==> config.mk <==
export PLATFORM = sky130hd
export DESIGN_NAME = octal_spi_latch
export DESIGN_NICKNAME = d
export VERILOG_FILES = /design/src/rtl/spi_latch_pkg.sv /design/src/rtl/spi_pin_sync.sv /design/src/rtl/spi_frame_engine.sv /design/src/rtl/chan_out_stage.sv /design/src/rtl/octal_spi_latch.sv
export SDC_FILE = /design/constraint.sdc
export NUM_CORES = 1
export LEC_CHECK = 0
export ABC_AREA = 1
export CORE_MARGIN = 5
export CORE_UTILIZATION = 40
export DETAILED_ROUTE_END_ITERATION = 10
export SYNTH_ARGS = -nofsm -noshare
export SYNTH_HDL_FRONTEND = slang
export SYNTH_SLANG_ARGS = --single-unit
==> constraint.sdc <==
create_clock -name clk -period 2.3 [get_ports clk]
set_input_delay 0.46 -clock clk [delete_from_list [all_inputs] [get_ports clk]]
set_output_delay 0.46 -clock clk [all_outputs]
set_load 0.02 [all_outputs]
==> src/rtl/spi_latch_pkg.sv <==
package spi_latch_pkg;

  // Synchronized serial pin bundle; bit order used by the sync vector
  typedef struct packed {
    logic csn;
    logic sclk;
    logic sdi;
  } spi_pins_t;

  localparam spi_pins_t PINS_IDLE = '{csn: 1'b1, sclk: 1'b0, sdi: 1'b0};

  // Pulse counter step that stops at lim
  function automatic int unsigned sat_inc(int unsigned v, int unsigned lim);
    return (v >= lim) ? lim : v + 1;
  endfunction

  // Parallel input asserted for the selected polarity
  function automatic logic pwm_active(logic pin, logic hi_act);
    return pin == hi_act;
  endfunction

  // Frame length acceptance
  function automatic logic len_ok(int unsigned cnt, int unsigned want);
    return cnt == want;
  endfunction

endpackage

==> src/rtl/spi_pin_sync.sv <==
module spi_pin_sync #(
  parameter int W = 3,
  parameter int STAGES = 2,
  parameter logic [W-1:0] IDLE = '0
) (
  input  logic         clk,
  input  logic         rst_n,
  input  logic [W-1:0] din,
  output logic [W-1:0] lvl,
  output logic [W-1:0] prv
);

  logic [W-1:0] chain [STAGES];

  always_ff @(posedge clk or negedge rst_n) begin
    if (!rst_n) begin
      for (int i = 0; i < STAGES; i++) chain[i] <= IDLE;
      prv <= IDLE;
    end else begin
      chain[0] <= din;
      for (int i = 1; i < STAGES; i++) chain[i] <= chain[i-1];
      prv <= chain[STAGES-1];
    end
  end

  assign lvl = chain[STAGES-1];

endmodule

==> src/rtl/spi_frame_engine.sv <==
module spi_frame_engine #(
  parameter int FRAME_W = 16,
  parameter int NUM_CH = 8,
  parameter logic [FRAME_W-NUM_CH-1:0] CMD_CODE = 8'hA5,
  localparam int CTRL_W = FRAME_W - NUM_CH,
  localparam int CNT_MAX = FRAME_W + 1,
  localparam int CNT_W = $clog2(CNT_MAX + 1)
) (
  input  logic               clk,
  input  logic               rst_n,
  input  logic               cs_low,
  input  logic               cs_fall,
  input  logic               cs_rise,
  input  logic               sck_rise,
  input  logic               sck_fall,
  input  logic               sdi_lvl,
  input  logic [FRAME_W-1:0] diag_word,
  output logic               sdo,
  output logic               sdo_en,
  output logic               load_en,
  output logic [NUM_CH-1:0]  load_byte,
  output logic               diag_clr,
  output logic [CNT_W-1:0]   bit_cnt
);

  logic [FRAME_W-1:0] rx_q;
  logic [FRAME_W-1:0] tx_q;
  logic               act_q;
  logic               frame_len_ok;
  logic [CTRL_W-1:0]  ctrl_byte;

  assign ctrl_byte    = rx_q[FRAME_W-1 -: CTRL_W];
  assign load_byte    = rx_q[NUM_CH-1:0];
  assign frame_len_ok = spi_latch_pkg::len_ok(32'(bit_cnt), FRAME_W);
  assign load_en      = cs_rise && act_q && frame_len_ok && (ctrl_byte == CMD_CODE);

  always_ff @(posedge clk or negedge rst_n) begin
    if (!rst_n) begin
      rx_q     <= '0;
      tx_q     <= '0;
      act_q    <= 1'b0;
      bit_cnt  <= '0;
      diag_clr <= 1'b0;
    end else begin
      diag_clr <= cs_rise && act_q && frame_len_ok;
      if (cs_fall) begin
        act_q   <= 1'b1;
        tx_q    <= diag_word;
        bit_cnt <= '0;
      end else if (cs_rise) begin
        act_q <= 1'b0;
      end else if (act_q && cs_low) begin
        if (sck_fall) begin
          rx_q    <= {rx_q[FRAME_W-2:0], sdi_lvl};
          bit_cnt <= CNT_W'(spi_latch_pkg::sat_inc(32'(bit_cnt), CNT_MAX));
        end
        if (sck_rise && bit_cnt != '0) begin
          tx_q <= {tx_q[FRAME_W-2:0], 1'b0};
        end
      end
    end
  end

  assign sdo_en = act_q;
  assign sdo    = act_q & tx_q[FRAME_W-1];

endmodule

==> src/rtl/chan_out_stage.sv <==
module chan_out_stage #(
  parameter int NUM_CH = 8,
  parameter int PWM_CH = 4
) (
  input  logic              clk,
  input  logic              rst_n,
  input  logic              load_en,
  input  logic [NUM_CH-1:0] load_byte,
  input  logic [PWM_CH-1:0] pwm_in,
  input  logic              pwm_hi_act,
  output logic [NUM_CH-1:0] latch_q,
  output logic [NUM_CH-1:0] ch_on
);

  always_ff @(posedge clk or negedge rst_n) begin
    if (!rst_n)       latch_q <= '0;
    else if (load_en) latch_q <= load_byte;
  end

  for (genvar i = 0; i < NUM_CH; i++) begin : g_ch
    if (i < PWM_CH) begin : g_par
      assign ch_on[i] = latch_q[i] & spi_latch_pkg::pwm_active(pwm_in[i], pwm_hi_act);
    end else begin : g_ser
      assign ch_on[i] = latch_q[i];
    end
  end

endmodule

==> src/rtl/octal_spi_latch.sv <==
module octal_spi_latch #(
  parameter int NUM_CH = 8,
  parameter int PWM_CH = 4,
  parameter int FRAME_W = 16,
  parameter int SYNC_STAGES = 2,
  parameter logic [FRAME_W-NUM_CH-1:0] CMD_CODE = 8'hA5,
  localparam int CNT_W = $clog2(FRAME_W + 2)
) (
  input  logic               clk,
  input  logic               rst_n,
  input  logic               spi_sclk,
  input  logic               spi_sdi,
  input  logic               spi_csn,
  output logic               spi_sdo,
  output logic               spi_sdo_en,
  input  logic               pwm_hi_act,
  input  logic [PWM_CH-1:0]  pwm_in,
  input  logic [FRAME_W-1:0] diag_word,
  output logic               diag_clr,
  output logic [NUM_CH-1:0]  ch_on
);

  spi_latch_pkg::spi_pins_t pin_raw, pin_lvl, pin_prv;

  // Named events for the checker
  logic              cs_fall_ev, cs_rise_ev, sck_rise_ev, sck_fall_ev;
  logic              load_en;
  logic [NUM_CH-1:0] load_byte;
  logic [NUM_CH-1:0] out_buf;
  logic [CNT_W-1:0]  bit_cnt;
  logic              unused_sdi_prev;

  assign pin_raw = '{csn: spi_csn, sclk: spi_sclk, sdi: spi_sdi};

  spi_pin_sync #(
    .W($bits(spi_latch_pkg::spi_pins_t)),
    .STAGES(SYNC_STAGES),
    .IDLE(spi_latch_pkg::PINS_IDLE)
  ) u_sync (
    .clk(clk), .rst_n(rst_n), .din(pin_raw), .lvl(pin_lvl), .prv(pin_prv)
  );

  assign cs_fall_ev      =  pin_prv.csn  & ~pin_lvl.csn;
  assign cs_rise_ev      = ~pin_prv.csn  &  pin_lvl.csn;
  assign sck_fall_ev     =  pin_prv.sclk & ~pin_lvl.sclk;
  assign sck_rise_ev     = ~pin_prv.sclk &  pin_lvl.sclk;
  assign unused_sdi_prev =  pin_prv.sdi;

  spi_frame_engine #(
    .FRAME_W(FRAME_W), .NUM_CH(NUM_CH), .CMD_CODE(CMD_CODE)
  ) u_frame (
    .clk(clk), .rst_n(rst_n),
    .cs_low(~pin_lvl.csn), .cs_fall(cs_fall_ev), .cs_rise(cs_rise_ev),
    .sck_rise(sck_rise_ev), .sck_fall(sck_fall_ev), .sdi_lvl(pin_lvl.sdi),
    .diag_word(diag_word),
    .sdo(spi_sdo), .sdo_en(spi_sdo_en),
    .load_en(load_en), .load_byte(load_byte),
    .diag_clr(diag_clr), .bit_cnt(bit_cnt)
  );

  chan_out_stage #(
    .NUM_CH(NUM_CH), .PWM_CH(PWM_CH)
  ) u_out (
    .clk(clk), .rst_n(rst_n),
    .load_en(load_en), .load_byte(load_byte),
    .pwm_in(pwm_in), .pwm_hi_act(pwm_hi_act),
    .latch_q(out_buf), .ch_on(ch_on)
  );

endmodule

==> impl_metrics.yaml, run 1 <==
synthesis:
  syn-num-nets: 350
  yosys_warnings: 0
  synth_edf_count: 0
  async_reset_ff_share_pct: 100
  syn_area_um2: 2680
  synth_top_area_share_pct: 48.6
  yosysSeqAreaShare_pct: 51.6
  ys.flop_type: "dfrtp_1"
  ys_ff_latch: 55
  yosys.area.top_type: "dfrtp_1"
  synthCells: 318
  synth_area_per_cell_um2: 8.41
  ys_types: 23
  synthTopCellsByArea: "dfrtp_1 49%, nand2_1 16%, nand3_1 7.5%"
detailed_routing:
  routed_wl_um: 4950
  drtAntennaViolNets: 0
  first_pass_iters: 4
  detail_route.vias_per_cell: 4.77
  drc_errors: 0
  via_count: 2052
  drt_iter0_markers: 73
  wl_per_cell_um: 11.5
global_routing:
  gr-total-overflow: 0
  first_global_vias: 1959
  grtUsageTotal_pct: 12.6
  grt_pass1_wl_um: 8800
  antenna_found_initial: 0
  grt_max_degree: 54
clock_tree:
  cts.sinks: 55
  cts_buffer_depth: 2
  cts_buffers: 5
  cts_max_level: 2
  clk_pin_slew_worst_paths_ns: 0.09
  cts-root-buf: "clkbuf_8"
  clock_latency_ns: 0.31
  cts_tree: "built"
power:
  total_power_mw: 2.14
  p_leak_nw: 1.68
  switching_power_uw: 561
  clock_power_share_pct: 31.2
  combPwrFrac_pct: 15.5
  p_int_mw: 1.58
  peakVddDrop_mv: 0.322
  p_per_area_nw_per_um2: 670
  seqPwrFrac_pct: 53.3
  swShare_pct: 26.2
worst_setup_path:
  r2r_slack_ns: 0.48
  end_kind: "primary output"
  required_ns: 1.84
  worstSetupPathType: "input port to primary output"
  r2r-end: "u_frame.rx_q[11]"
  cp-start-kind: "input port"
  path_max_fanout: 2
  r2r_cells: 5
  cp.arrival_ns: 1.59
  reg2reg_from: "u_sync.lvl[2]"
floorplanning:
  rows: 29
  die_h_um: 91.8
  die_width_um: 91.8
  dieArea_um2: 8420
  io-pin-count: 37
  core_um2: 6420
  start_util_pct: 41.7
timing:
  whs_ns: 0.355
  relSlewSlack_pct: 73.2
  final_min_period_over_clock_period_pct: 88.9
  skew_ns: 0.00778
  finalMaxSlewViolations: 0
  hold_violations: 0
  period_minus_slack_ns: 2.05
  tightest_slew_ns: 0.401
  rsz0062_at_grt: "false"
  setup_viol: 0
  fmax_mhz: 489
finish:
  seq_area_um2: 1380
  antennaDiodeCount: 0
  layout.cells.non_filler: 430
  n_fill_cell: 617
  syn2layout_area_growth_pct: 19.4
  drive_gt1_share_pct: 15.0
  multi_input_area_um2: 1090
  final_cell_mix: "116 x nand2_1, 52 x dfrtp_1, 40 x nand3_1"
  final_nets: 384
  final_common_cell: "nand2_1"
place:
  io_buffers: 36
  hpwl_um: 3410
  dpl.cell_count: 421
  place_congestion: 0.742
min_path:
  min_path_cells: 0
  worst_hold_path.endpoint: "u_sync.lvl[1]"
  worstHoldStart: "u_sync.chain[4]"
  min_path_type: "register to register"
job:
  cap_violations: 0
outcome:
  status: "finished clean"
metrics by stage:
stage               setup slack [ns]  util [%]  TNS, ns  area, um2
finish                         0.255      49.7        0       3190
floorplan                      0.743         -        0       2680
detailed placement           -0.0450      47.7   -0.106       3060
global placement             -0.0167      47.7  -0.0167       3060
CTS                         0.000445      49.7        0       3190
global route                   0.129      49.7        0       3190
registers in the layout, indices dropped and copies added, names as in the netlist:
signal	cells
u_frame.rx_q	16
u_frame.tx_q	16
u_out.latch_q	8
u_frame.bit_cnt	5
u_sync.chain	3
u_sync.lvl	3
u_sync.prv	2
u_frame.diag_clr	1
u_frame.sdo_en	1
worst max-delay path, stage by stage:
cell and delay, ns:
clkdlybuf4s50_1 0.48, buf_4 0.11, o21ai_0 0.07, a21oi_1 0.12
dlygate4sd2_1 0.35
layout make-up:
cell class / count / area share [%]
tap: 77 / 3.02
multi-input combinational: 225 / 34.1
sequential: 55 / 43.2
timing repair buffer: 43 / 13.2
clock buffer: 6 / 2.59
clock inverter: 2 / 1.21
inverter: 22 / 2.66
kinds of logic (layout without fill, tap and decap cells):
family	after synthesis	in the layout	synth area share, %
and+or+nand+nor	199	199	34.1
buffers and inverters	38	73	7.72
AOI/OAI and AO/OA	20	20	3.74
adders and majority gates	6	6	2.81
DFF	55	55	51.6
how the worst max path moves through the flow:
stage          slack (ns)          start  cells after the start         endpoint
2_1_floorplan        0.74  u_sync.lvl[2]                     10  u_frame.tx_q[1]
3_3_place_gp        -0.02     pwm_hi_act                      5         ch_on[0]
3_5_place_dp        -0.04     pwm_hi_act                      5         ch_on[1]
4_1_cts            0.0004     pwm_hi_act                      5         ch_on[2]
5_1_grt              0.13     pwm_hi_act                      5         ch_on[1]
6_report             0.25     pwm_hi_act                      5         ch_on[1]
synthesized netlist by cell type, types with 2 or more instances:
library cell / n
nand2_2: 25
nand2_4: 2
clkbuf_1: 2
dfstp_2: 3
nor2_4: 2
o21ai_0: 6
nand3_1: 40
inv_1: 20
buf_4: 9
dfrtp_1: 52
ha_1: 6
nand4_1: 4
buf_2: 3
nor2_2: 3
nor2_1: 6
nand2_1: 116
a21oi_1: 8
o21ai_1: 6
power groups by stage:
stage | logic, mW | clock network (mW) | registers (mW)
4_1_cts | 0.339 | 0.696 | 1.14
3_3_place_gp | 0.330 | 0 | 1.16
3_5_place_dp | 0.336 | 0 | 1.16
5_1_grt | 0.387 | 0.736 | 1.16
2_1_floorplan | 0.229 | 0 | 1.15
6_report | 0.331 | 0.668 | 1.14
routing by layer:
layer  vias up  track usage, %  wire (um)  share of wire [%]
met5         -               0          0                  0
met4         0            2.97         43               0.87
met3         4            3.36        151                3.0
met2        28            20.5       2250                 45
met1       951            16.9       2510                 51
li1       1069               -          -                  -
timing repair:
action,CTS,global route
hold buffers,1,0
buffers inserted,0,0
pin swaps,0,0
gates cloned,0,0
endpoints found under the hold margin,2,0
setup endpoints to repair,3,1
gates resized for setup,3,1
Power figures use the tool's default switching activity.
==> run 2: changes to the inputs <==
Settings changed: CORE_UTILIZATION 40 to 45, PLACE_DENSITY set to 0.73.
==> impl_metrics.yaml, run 2 (synthesis gave the netlist of run 1 again) <==
timing:
  final_min_period_over_clock_period_pct: 88.9
  finalMaxSlewViolations: 0
  whs_ns: 0.102
  setup_viol: 0
  hold_violations: 0
  fmax_mhz: 489
  relSlewSlack_pct: 65.4
  fin_ws_ns: 0.255
  period_minus_slack_ns: 2.05
  tightest_slew_ns: 0.518
  skew_ns: 0.0103
  rsz0062_at_grt: "false"
worst_setup_path:
  cp_num_cells: 5
  slowest_delay_ns: 0.50
  worstSetupPathType: "input port to primary output"
  cp.arrival_ns: 1.59
  crit_chain: "clkdlybuf4s50_1 > inv_1 > o21ai_0 > a21oi_1 > dlygate4sd2_1"
  end_kind: "primary output"
  path_max_fanout: 6
  cpMaxStageDelayCell: "clkdlybuf4s50_1"
  r2r_cells: 5
  cp-start-kind: "input port"
  timing.critical_path.buf_inv: 3
  required_ns: 1.84
  critical-path-top-delay-family: "buffers and inverters"
power:
  p_per_area_nw_per_um2: 646
  total_power_mw: 2.03
  peakVddDrop_mv: 0.305
  p_leak_nw: 1.65
global_routing:
  grt_pass1_wl_um: 8620
  antenna_found_initial: 0
  grtUsageTotal_pct: 14.2
  first_global_vias: 1952
  gr-total-overflow: 0
  grt_max_degree: 34
detailed_routing:
  detail_route.vias_per_cell: 4.72
  drc_errors: 0
  via_count: 2005
  wl_per_cell_um: 11.3
  first_pass_iters: 4
  drtAntennaViolNets: 0
  routed_wl_um: 4820
  drt_iter0_markers: 107
floorplanning:
  die_width_um: 87.1
  dieArea_um2: 7590
  start_util_pct: 45.7
  io-pin-count: 37
  rows: 28
  core_um2: 5850
  die_h_um: 87.1
clock_tree:
  cts_setup_buffers: 0
  cts-root-buf: "clkbuf_8"
  clk_pin_slew_worst_paths_ns: 0.11
  cts_max_level: 2
  clock_latency_ns: 0.31
  cts_tree: "built"
  cts_buffer_depth: 2
  cts.sinks: 55
  cts_buffers: 5
place:
  io_buffers: 36
  hpwl_um: 3410
  place_congestion: 0.759
  pre_cts_slack_ns: -0.0193
finish:
  final_cell_mix: "116 x nand2_1, 52 x dfrtp_1, 40 x nand3_1"
  reg_top3: "u_frame.rx_q x16, u_frame.tx_q x16, u_out.latch_q x8"
  antennaDiodeCount: 0
  final_nets: 381
  seq_area_um2: 1380
  multi_input_area_um2: 1090
  n_fill_cell: 556
  syn2layout_area_growth_pct: 17.4
  drive_gt1_share_pct: 14.6
  final_common_cell: "nand2_1"
job:
  cap_violations: 0
min_path:
  min_path_type: "input port to async pin"
outcome:
  status: "finished clean"
run 2: changes by cell type in the layout (fill, tap and decap cells not counted):
cell and change:
buf_4 -2, bufinv_16 -1, clkbuf_8 -1, clkinv_4 +1, clkinvlp_4 +1, dlygate4sd3_1 -1
inv_6 -1, inv_8 +1
run 2: cell type report:
class,count,share of cell area (%)
flip-flops and latches,55,43.9
multi-input cells,225,34.7
repair buffers,40,12.6
well taps,75,2.99
inverters,22,2.71
clock buffers,5,2.19
clock inverters,3,0.876
run 2: per-stage QoR:
stage          cells  instance area (um2)  TNS [ns]  utilization, %
6_report         425                 3140         0            53.7
5_1_grt          425                 3140         0            53.7
4_1_cts          425                 3140         0            53.6
3_5_place_dp     417                 3050   -0.0485            52.1
3_3_place_gp     417                 3050         0            52.1
2_1_floorplan    318                 2680         0               -
run 2: layer usage:
layer / share of wire, % / global-route usage (%) / up-vias
li1: - / - / 1054
met1: 49 / 19.2 / 907
met2: 45 / 22.9 / 42
met3: 5.3 / 2.93 / 2
met4: 0.60 / 4.60 / 0
met5: 0 / 0 / -
run 2: report_power, final:
| part | switching [mW] | total, mW | internal (mW) |
|---|---|---|---|
| combinational | 0.186 | 0.329 | 0.144 |
| sequential | 0.0684 | 1.14 | 1.07 |
| clock | 0.333 | 0.557 | 0.224 |
| total | 0.587 | 2.03 | 1.44 |
run 2: timing repair:
item | 4_1_cts | 5_1_grt
gates resized for setup | 3 | 1
setup endpoints to repair | 3 | 1
hold buffers | 0 | 0
run 2: final timing paths:
path                                 start          endpoint  slack, ns
setup / recovery                pwm_hi_act          ch_on[0]       0.25
hold / removal                       rst_n  u_out.latch_q[6]       0.10
setup reg to reg             u_sync.lvl[2]  u_frame.rx_q[14]       0.49
hold reg to reg            u_sync.chain[3]     u_sync.lvl[0]       0.36
max in group asynchronous            rst_n     u_sync.prv[1]       1.65
min in group clk           u_sync.chain[3]     u_sync.lvl[0]       0.36
